`src/rtl/bam_pkg.sv`:
```
package bam_pkg;
  localparam int ADDR_W = 7;
  localparam int BYTE_W = ADDR_W + 1;

  // Upper bits of the received byte carry the address; bit 0 is direction.
  function automatic logic addr_hit(input logic [BYTE_W-1:0] rx,
                                    input logic [ADDR_W-1:0] own,
                                    input logic              en);
    return en && (rx[BYTE_W-1:1] == own);
  endfunction

  function automatic logic gc_hit(input logic [BYTE_W-1:0] rx,
                                  input logic              en);
    return en && (rx == '0);
  endfunction
endpackage

```
`src/rtl/bam_sync.sv`:
```
module bam_sync #(
  parameter int   STAGES  = 2,
  parameter logic IDLE_LV = 1'b1
) (
  input  logic clk,
  input  logic rst_n,
  input  logic d_i,
  output logic q_o
);
  logic [STAGES-1:0] chain;

  genvar g;
  generate
    for (g = 0; g < STAGES; g++) begin : g_stage
      always_ff @(posedge clk or negedge rst_n) begin
        if (!rst_n) chain[g] <= IDLE_LV;
        else if (g == 0) chain[g] <= d_i;
        else chain[g] <= chain[(g == 0) ? 0 : g-1];
      end
    end
  endgenerate

  assign q_o = chain[STAGES-1];
endmodule

```
`src/rtl/bam_cond.sv`:
```
module bam_cond (
  input  logic clk,
  input  logic rst_n,
  input  logic en,
  input  logic sda,
  input  logic scl,
  output logic start_o,
  output logic stop_o,
  output logic scl_rise_o
);
  logic sda_q, scl_q;

  always_ff @(posedge clk or negedge rst_n) begin
    if (!rst_n) begin
      sda_q <= 1'b1;
      scl_q <= 1'b1;
    end else begin
      sda_q <= sda;
      scl_q <= scl;
    end
  end

  logic clk_high;
  assign clk_high   = scl & scl_q;
  assign start_o    = en & clk_high & sda_q & ~sda;
  assign stop_o     = en & clk_high & ~sda_q & sda;
  assign scl_rise_o = en & ~scl_q & scl;


  start_stop_excl_chk: assert property (@(posedge clk) disable iff (!rst_n)
    !(start_o && stop_o));

  start_single_chk: assert property (@(posedge clk) disable iff (!rst_n)
    start_o |=> !start_o);
endmodule

```
`src/rtl/bam_addr.sv`:
```
module bam_addr
  import bam_pkg::*;
(
  input  logic              clk,
  input  logic              rst_n,
  input  logic              en,
  input  logic              start,
  input  logic              stop,
  input  logic              scl_rise,
  input  logic              sda,
  input  logic [ADDR_W-1:0] own_addr,
  input  logic              addr_en,
  input  logic              gc_en,
  output logic              collecting,
  output logic              addr_match,
  output logic              gc_match
);
  localparam int CNT_W = $clog2(BYTE_W + 1);

  logic [BYTE_W-1:0] shreg;
  logic [CNT_W-1:0]  bit_cnt;
  logic [BYTE_W-1:0] shreg_nxt;
  logic              byte_done;

  assign shreg_nxt = {shreg[BYTE_W-2:0], sda};
  assign byte_done = collecting && scl_rise && (bit_cnt == CNT_W'(BYTE_W-1));

  always_ff @(posedge clk or negedge rst_n) begin
    if (!rst_n) begin
      shreg <= '0; bit_cnt <= '0; collecting <= 1'b0;
      addr_match <= 1'b0; gc_match <= 1'b0;
    end else if (!en) begin
      shreg <= '0; bit_cnt <= '0; collecting <= 1'b0;
      addr_match <= 1'b0; gc_match <= 1'b0;
    end else if (start) begin
      bit_cnt <= '0; collecting <= 1'b1;
      addr_match <= 1'b0; gc_match <= 1'b0;
    end else if (stop) begin
      bit_cnt <= '0; collecting <= 1'b0;
      addr_match <= 1'b0; gc_match <= 1'b0;
    end else if (collecting && scl_rise) begin
      shreg   <= shreg_nxt;
      bit_cnt <= bit_cnt + 1'b1;
      if (byte_done) begin
        collecting <= 1'b0;
        addr_match <= addr_hit(shreg_nxt, own_addr, addr_en);
        gc_match   <= gc_hit(shreg_nxt, gc_en);
      end
    end
  end


  byte_end_chk: assert property (@(posedge clk) disable iff (!rst_n)
    byte_done && en && !start && !stop |=> !collecting);

  clr_on_cond_chk: assert property (@(posedge clk) disable iff (!rst_n)
    (start || stop) |=> !addr_match && !gc_match);

  match_needs_en_chk: assert property (@(posedge clk) disable iff (!rst_n)
    $rose(addr_match) |-> $past(addr_en) && $past(byte_done));

  gc_needs_en_chk: assert property (@(posedge clk) disable iff (!rst_n)
    $rose(gc_match) |-> $past(gc_en) && $past(byte_done));

  match_hold_chk: assert property (@(posedge clk) disable iff (!rst_n)
    en && !start && !stop && !collecting |=> $stable(addr_match) && $stable(gc_match));
endmodule

```
`src/rtl/bus_addr_monitor.sv`:
```
module bus_addr_monitor
  import bam_pkg::*;
#(
  parameter int SYNC_STAGES = 2
) (
  input  logic              clk,
  input  logic              rst_n,
  input  logic              sda_i,
  input  logic              scl_i,
  input  logic              enable,
  input  logic [ADDR_W-1:0] slave_addr,
  input  logic              addr_en,
  input  logic              gc_en,
  input  logic              master_mode,
  input  logic              start_gen,
  input  logic              bb_clr_wr,
  output logic              bus_busy,
  output logic              addr_match,
  output logic              gc_match,
  output logic              mod_busy,
  output logic              start_pulse,
  output logic              stop_pulse
);
  logic sda_s, scl_s, scl_rise, collecting;

  bam_sync #(.STAGES(SYNC_STAGES), .IDLE_LV(1'b1)) u_sync_sda (
    .clk(clk), .rst_n(rst_n), .d_i(sda_i), .q_o(sda_s));
  bam_sync #(.STAGES(SYNC_STAGES), .IDLE_LV(1'b1)) u_sync_scl (
    .clk(clk), .rst_n(rst_n), .d_i(scl_i), .q_o(scl_s));

  bam_cond u_cond (
    .clk(clk), .rst_n(rst_n), .en(enable), .sda(sda_s), .scl(scl_s),
    .start_o(start_pulse), .stop_o(stop_pulse), .scl_rise_o(scl_rise));

  bam_addr u_addr (
    .clk(clk), .rst_n(rst_n), .en(enable), .start(start_pulse),
    .stop(stop_pulse), .scl_rise(scl_rise), .sda(sda_s),
    .own_addr(slave_addr), .addr_en(addr_en), .gc_en(gc_en),
    .collecting(collecting), .addr_match(addr_match), .gc_match(gc_match));

  logic line_low, bb_set, bb_clr;
  assign line_low = ~sda_s | ~scl_s;
  assign bb_set   = line_low | start_pulse;
  assign bb_clr   = ~enable | stop_pulse | bb_clr_wr;

  always_ff @(posedge clk or negedge rst_n) begin
    if (!rst_n)      bus_busy <= 1'b0;
    else if (bb_clr) bus_busy <= 1'b0;
    else if (bb_set) bus_busy <= 1'b1;
  end

  assign mod_busy = enable & (start_gen | master_mode | addr_match | gc_match | collecting);


  bb_wr_clr_chk: assert property (@(posedge clk) disable iff (!rst_n)
    bb_clr_wr |=> !bus_busy);

  bb_on_start_chk: assert property (@(posedge clk) disable iff (!rst_n)
    start_pulse && enable && !bb_clr_wr |=> bus_busy);

  disable_clr_chk: assert property (@(posedge clk) disable iff (!rst_n)
    !enable |=> !bus_busy && !addr_match && !gc_match);

  mb_after_start_chk: assert property (@(posedge clk) disable iff (!rst_n)
    start_pulse && enable |=> mod_busy || !enable);
endmodule

```
`config.mk`:
```
export PLATFORM = sky130hd
export DESIGN_NAME = bus_addr_monitor
export DESIGN_NICKNAME = d
export VERILOG_FILES = /design/src/rtl/bam_pkg.sv /design/src/rtl/bam_sync.sv /design/src/rtl/bam_cond.sv /design/src/rtl/bam_addr.sv /design/src/rtl/bus_addr_monitor.sv
export SDC_FILE = /design/constraint.sdc
export NUM_CORES = 1
export LEC_CHECK = 0
export BUFFER_PORTS_ARGS = -buffer_cell sky130_fd_sc_hd__buf_2
export CAP_MARGIN = 40
export CORE_UTILIZATION = 44
export CTS_CLUSTER_DIAMETER = 40
export CTS_CLUSTER_SIZE = 8
export DETAILED_ROUTE_END_ITERATION = 8
export GPL_ROUTABILITY_DRIVEN = 0
export PLACE_DENSITY = 0.75
export SLEW_MARGIN = 15
export SYNTH_ARGS = -nofsm -noshare
export SYNTH_HDL_FRONTEND = slang
export SYNTH_SLANG_ARGS = --single-unit
```
`constraint.sdc`:
```
create_clock -name clk -period 4.2 [get_ports clk]
set_input_delay 0.42 -clock clk [delete_from_list [all_inputs] [get_ports clk]]
set_output_delay 0.42 -clock clk [all_outputs]
set_load 0.05 [all_outputs]
```
==> flow_summary.json, run 1 <==
{
  "postLayoutCellArea_sq_um": 1110,
  "final.setup.tns_ps": 0,
  "synth.distinct_cells": 25,
  "cp.required_ps": 3780,
  "holdBufCountCts": 0,
  "antenna_cells": 0,
  "grt_max_degree": 22,
  "synth_area_sq_um": 962,
  "grt_pass1_wl_um": 3200,
  "syn_to_final_growth_pct": 15.9,
  "fmax_mhz": 480,
  "synth_most_common_cell": "nand2_1",
  "slew_violations": 0,
  "clk_pin_slew_ps": 120,
  "irDropWorstVdd_mv": 0.238,
  "grt_overflow": 0,
  "syn-instance-count": 94,
  "leakage_nw": 0.504,
  "cp.arrival_ps": 1660,
  "grt_antenna_before_repair": 0,
  "fin_nets": 136,
  "vias_per_cell": 5.34,
  "htreeDepth": 1,
  "yosys-top-cells-count": "20 x nand2_1, 15 x dfrtp_1, 9 x o21ai_0, 8 x xnor2_1, 6 x dfstp_2",
  "grt_pass1_vias": 736,
  "rsz0062_at_grt": "false",
  "initial_core_util_pct": 48.1,
  "clk_latency_ps": 300,
  "worst_pin_slew_ps": 503,
  "syn-num-nets": 112,
  "seq_area_frac_synth_pct": 55.4,
  "power.total_w": 0.000340,
  "die_w_um": 48.8,
  "hold_class": "in -> async",
  "coreArea_sq_um": 2000,
  "preCtsSetupSlack_ps": 2360,
  "layout-drive-gt1-share_pct": 28.2,
  "slew_headroom_pct": 66.4,
  "synth_area_leaders": "dfrtp_1 39%, dfstp_2 16%, nand2_1 7.8%, xnor2_1 7.3%, o21ai_0 4.7%",
  "first_iter_violations": 19,
  "ant_nets": 0,
  "first_pass_iters": 4,
  "ios": 23,
  "drt_wl_total_um": 1790,
  "cp-end-kind": "output pin",
  "dieArea_sq_um": 2380,
  "grt_use_total_pct": 17.2,
  "synth_edf_count": 0,
  "fin_ws_ps": 2120,
  "place_area_sq_um": 1080,
  "start_kind": "flop",
  "status": "complete, no violations",
  "synth_top_area_cell": "dfrtp_1",
  "core.rowCount": 16,
  "post_drt_wl_per_cell_um": 12.4,
  "dp_hpwl_um": 1370,
  "ys_async_sr_fraction_pct": 100,
  "cts_buffer_depth": 2,
  "yosys_register_bits": 21,
  "vias": 769,
  "skew_ps": 9.98,
  "cts_buffers": 3,
  "io_buffers": 22,
  "drv_cap": 0,
  "synth_ff_type": "dfrtp_1",
  "setup-violations-final": 0,
  "cts_resized": 0,
  "final_util_pct": 55.7,
  "die_h_um": 48.8,
  "cts_sinks": 21,
  "ys_warn_count": 0,
  "clock-root-buffer": "clkbuf_4",
  "hold_viol": 0,
  "critPathMaxFanout": 6,
  "cts_setup_buffers": 0,
  "worstSetupPathType": "reg -> out",
  "drc": 0,
  "synth_top_cell_area_share_pct": 39.0,
  "cts_tree": "built",
  "min_period_ps": 2080,
  "p_per_area_nw_per_um2": 305,
  "avgSynthCellArea_sq_um": 10.2,
  "fin_crit_sh_pct": 49.6
}
==> state kept, by name, indices dropped and copies added (netlist names) <==
| signal | count |
|---|---|
| u_cond.scl_q | 1 |
| u_sync_sda.chain | 1 |
| u_sync_sda.q_o | 1 |
| u_cond.sda_q | 1 |
| u_addr.shreg | 7 |
| u_addr.bit_cnt | 4 |
| u_addr.addr_match | 1 |
| u_addr.collecting | 1 |
| u_addr.gc_match | 1 |
| u_sync_scl.q_o | 1 |
| u_sync_scl.chain | 1 |
| bus_busy | 1 |
==> final cells by class <==
class / instances / area, sq um
Clock buffer: 3 / 22.5
Clock inverter: 1 / 7.51
Fill cell: 180 / 887
Inverter: 2 / 7.51
Multi-Input combinational cell: 68 / 400
Sequential cell: 21 / 533
Tap cell: 27 / 33.8
Timing Repair Buffer: 22 / 110
==> worst paths after layout <==
check | end | start | cells after the start | slack (ps)
min | u_addr.shreg[4]$_DFFE_PN0P_ | rst_n | 1 | 40
max | start_pulse | u_sync_scl.q_o$_DFF_PN1_ | 3 | 2120
max in group asynchronous | u_sync_scl.q_o$_DFF_PN1_ | rst_n | 1 | 3810
min reg2reg | u_sync_scl.q_o$_DFF_PN1_ | u_sync_scl.chain[0]$_DFF_PN1_ | 0 | 360
max reg2reg | u_addr.addr_match$_DFFE_PN0P_ | u_sync_scl.q_o$_DFF_PN1_ | 4 | 2440
min in group clk | u_sync_sda.chain[0]$_DFF_PN1_ | sda_i | 1 | 200
==> placed cells by master, fill, tap and decap left out, types with 2 or more instances in the layout <==
master and instances:
a21o_1 2, a21oi_1 2, and4b_1 2, buf_2 22, clkbuf_4 3, dfrtp_1 15, dfstp_2 6, inv_1 2
nand2_1 20, nand3_1 2, nand4_1 4, nor2_1 4, nor3_1 3, nor3b_1 2, o21ai_0 9, xnor2_1 8
xor2_1 2
==> report_power, final <==
| part | internal (W) | total (W) | switching, W |
|---|---|---|---|
| clock network | 0.0000362 | 0.0000962 | 0.0000600 |
| registers | 0.000209 | 0.000213 | 0.00000397 |
| logic | 0.0000123 | 0.0000314 | 0.0000191 |
==> metrics by stage <==
step	std cells	hold slack, ps
floorplan	94	124
global placement	140	347
detailed placement	140	349
CTS	144	56.1
global route	144	60.8
finish	144	44.5
==> critical path, cell delays in order, from the launching register on <==
cell and delay (ps):
dfstp_2 600, nand3_1 130, nor3b_1 310, buf_2 330
==> per-layer routing <==
layer | vias up | wire [um] | track usage, %
li1 | 369 | - | -
met1 | 363 | 818 | 25.2
met2 | 35 | 821 | 26.4
met3 | 2 | 133 | 2.20
met4 | 0 | 13 | 5.88
met5 | - | 0 | 0
==> kinds of logic (layout without fill, tap and decap cells) <==
logic type	Yosys count	count (layout)	share of synthesized area [%]
simple gates	40	40	20.9
flops	21	21	55.4
compound gates	17	17	10.3
xor+xnor	10	10	9.10
buf+inv	5	28	2.99
fa+ha+maj	1	1	1.30
No activity file was read; power rests on OpenSTA's default activity.
==> inputs of run 2 (changes only) <==
--- a/config.mk
+++ b/config.mk
@@ -5,6 +5,7 @@
 export SDC_FILE = /design/constraint.sdc
 export NUM_CORES = 1
 export LEC_CHECK = 0
+export ABC_AREA = 1
 export BUFFER_PORTS_ARGS = -buffer_cell sky130_fd_sc_hd__buf_2
 export CAP_MARGIN = 40
 export CORE_UTILIZATION = 44
@@ -12,7 +13,7 @@
 export CTS_CLUSTER_SIZE = 8
 export DETAILED_ROUTE_END_ITERATION = 8
 export GPL_ROUTABILITY_DRIVEN = 0
-export PLACE_DENSITY = 0.75
+export PLACE_DENSITY = 0.74
 export SLEW_MARGIN = 15
 export SYNTH_ARGS = -nofsm -noshare
 export SYNTH_HDL_FRONTEND = slang
==> constraint.sdc (replaced) <==
create_clock -name clk -period 2.03 [get_ports clk]
set_input_delay 0.203 -clock clk [delete_from_list [all_inputs] [get_ports clk]]
set_output_delay 0.203 -clock clk [all_outputs]
set_load 0.05 [all_outputs]
==> run 2 against run 1 <==
Hold slack worse by 5.6 ps. Synthesized cell count up 40%. First-iteration DRC count down 47%. Utilization fell by 0.17 points. Combinational power increased to 2.6 times the previous value. Cell count rose by 30%. Clock skew fell by 3.1 ps. Sequential power up 110%. Sequential cell count unchanged. Critical path type unchanged. Largest cell class unchanged.
==> flow_summary.json, run 2 <==
{
  "path_depth": 5,
  "drt_wl_total_um": 1980,
  "layout-drive-gt1-share_pct": 25.2,
  "fillers": 205,
  "first_pass_iters": 5,
  "leakage_nw": 0.670,
  "layout_common_cells": "42 x nand2_1, 22 x buf_2, 21 x inv_1, 15 x dfrtp_1, 12 x nor2_1",
  "cts_resized": 0,
  "dp_hpwl_um": 1540,
  "postLayoutCellArea_sq_um": 1240,
  "setup-violations-final": 0,
  "drv_cap": 0,
  "power.total_w": 0.000715,
  "cpPeakStageDelay_ps": 600,
  "clock-root-buffer": "clkbuf_4",
  "yosys-top-cells-count": "42 x nand2_1, 21 x inv_1, 15 x dfrtp_1, 12 x nor2_1, 7 x o22ai_1",
  "final_cell_count_no_fill": 187,
  "mostFrequentLayoutCell": "nand2_1",
  "synth_area_leaders": "dfrtp_1 36%, dfstp_2 15%, nand2_1 15%, inv_1 7.5%, nor2_1 4.3%",
  "worst_pin_slew_ps": 447,
  "first_iter_violations": 10,
  "syn-instance-count": 132,
  "largest_register_ffs": 7,
  "irDropWorstVdd_mv": 0.552,
  "cts_sinks": 21,
  "skew_ps": 6.88,
  "yosys_register_bits": 21,
  "top_regs": "u_addr.shreg: 7 flops, u_addr.bit_cnt: 4 flops",
  "clk_pin_slew_ps": 110,
  "place_inst": 180,
  "cp_top_family": "flip-flops",
  "start_kind": "flop",
  "seq_area_frac_synth_pct": 50.5,
  "cts_setup_buffers": 0,
  "fin_nets": 178,
  "initial_core_util_pct": 47.2,
  "grt_antenna_before_repair": 0,
  "synth_most_common_cell": "nand2_1",
  "grt_use_total_pct": 16.9,
  "multi_input_area_sq_um": 423,
  "fin_crit_sh_pct": 86.4,
  "core.rowCount": 17,
  "grt_overflow": 0,
  "regMostFlops": "u_addr.shreg",
  "slew_violations": 0,
  "synth_top_cell_area_share_pct": 35.6,
  "vias_per_cell": 4.88,
  "coreArea_sq_um": 2230,
  "cts_tree": "built",
  "synth_area_sq_um": 1050,
  "slew_headroom_pct": 70.2,
  "vias": 912,
  "die_w_um": 51.0,
  "worst-r2r-cell-count": 3,
  "syn-num-nets": 150,
  "die_h_um": 51.0,
  "hold_path_depth": 2,
  "dieArea_sq_um": 2600,
  "grt_pass1_vias": 816,
  "avgSynthCellArea_sq_um": 7.99,
  "cts_buffer_depth": 2,
  "cp_cell_sequence": "nand2_4, nor2_2, nand3_2, inv_1, buf_2",
  "fmax_mhz": 570,
  "grt_pass1_wl_um": 3260,
  "ios": 23,
  "syn_to_final_growth_pct": 17.6,
  "final_util_pct": 55.5,
  "min_period_ps": 1750,
  "io_buffers": 22,
  "cp-end-kind": "output pin",
  "antenna_cells": 0,
  "synth.distinct_cells": 25,
  "cp.required_ps": 1830,
  "ant_nets": 0,
  "p_per_area_nw_per_um2": 577,
  "synth_ff_type": "dfrtp_1",
  "status": "complete, no violations",
  "register_area_sq_um": 533,
  "rsz0062_at_grt": "false",
  "post_drt_wl_per_cell_um": 10.6,
  "cp_num_buf_inv": 2,
  "critPathMaxFanout": 5,
  "ys_async_sr_fraction_pct": 100,
  "htreeDepth": 1,
  "crit_path_top_delay_cell": "dfstp_2",
  "hold_viol": 0,
  "ys_warn_count": 0,
  "drc": 0,
  "grt_max_degree": 22,
  "synth_edf_count": 0,
  "final.setup.tns_ps": 0,
  "cts_buffers": 3,
  "cp.arrival_ps": 1550,
  "hold_class": "in -> reg",
  "clk_latency_ps": 300,
  "worstSetupPathType": "reg -> out",
  "synth_top_area_cell": "dfrtp_1",
  "place_area_sq_um": 1180
}
==> run 2: cell count changes in the layout (fill, tap and decap cells not counted), moves of 2 or more <==
cell	previous run	this run
nand2_1	20	42
inv_1	2	21
nor2_1	4	12
o21ai_0	9	1
xnor2_1	8	1
o22ai_1	1	7
dlygate4sd3_1	0	3
nand3_1	2	5
nand4_1	4	1
nor2_2	0	3
a21o_1	2	0
and4b_1	2	0
nor3b_1	2	0
o21ai_1	1	3
==> run 2: logic make-up after synthesis <==
group	share of synthesized area, %
buffers and inverters	9.37
and+or+nand+nor	30.7
AOI/OAI and AO/OA	6.52
DFF	50.5
xor gates and xnor gates	1.66
adders and majority gates	1.19
==> run 2: what timing repair did <==
item,CTS,global route
hold endpoints to repair,17,0
endpoints found under the setup margin,0,0
hold buffers,3,0
==> run 2: power breakdown <==
group	leakage, nW	switching [W]	internal (W)
clock	0.0150	0.000119	0.0000766
sequential	0.272	0.00000653	0.000431
combinational	0.383	0.0000509	0.0000304
==> run 2: worst paths after layout <==
path                                            endpoint                           from  slack (ps)
setup / recovery                             start_pulse       u_sync_scl.q_o$_DFF_PN1_         280
hold / removal                      bus_busy$_DFFE_PN0P_                      bb_clr_wr          40
setup reg to reg             u_addr.shreg[1]$_DFFE_PN0P_       u_sync_scl.q_o$_DFF_PN1_         540
hold reg to reg                 u_sync_scl.q_o$_DFF_PN1_  u_sync_scl.chain[0]$_DFF_PN1_         360
max in group asynchronous       u_sync_sda.q_o$_DFF_PN1_                          rst_n        1330
min in group asynchronous  u_addr.bit_cnt[3]$_DFFE_PN0P_                          rst_n         360
==> run 2: per-layer routing <==
layer  share of wire, %  up-vias  track usage (%)  wire [um]
met5                  0        -                0          0
met4                  0        0             2.78          0
met3                3.8        0             4.46         75
met2                 51       19             28.5       1020
met1                 45      428             21.9        887
li1                   -      465                -          -
==> run 2: layout make-up <==
| class | count | area share, % |
|---|---|---|
| sequential | 21 | 43.0 |
| multi-input combinational | 87 | 34.1 |
| timing repair buffer | 25 | 11.3 |
| inverter | 22 | 6.66 |
| tap | 28 | 2.83 |
| clock buffer | 4 | 2.12 |
==> run 2: per-stage QoR <==
| step | setup WS, ps | hold WS, ps |
|---|---|---|
| after floorplan | 353 | -92.6 |
| after global placement | 631 | 168 |
| after detailed placement | 569 | 174 |
| after CTS | 267 | 35.2 |
| after global routing | 175 | 27.5 |
| final | 276 | 38.8 |
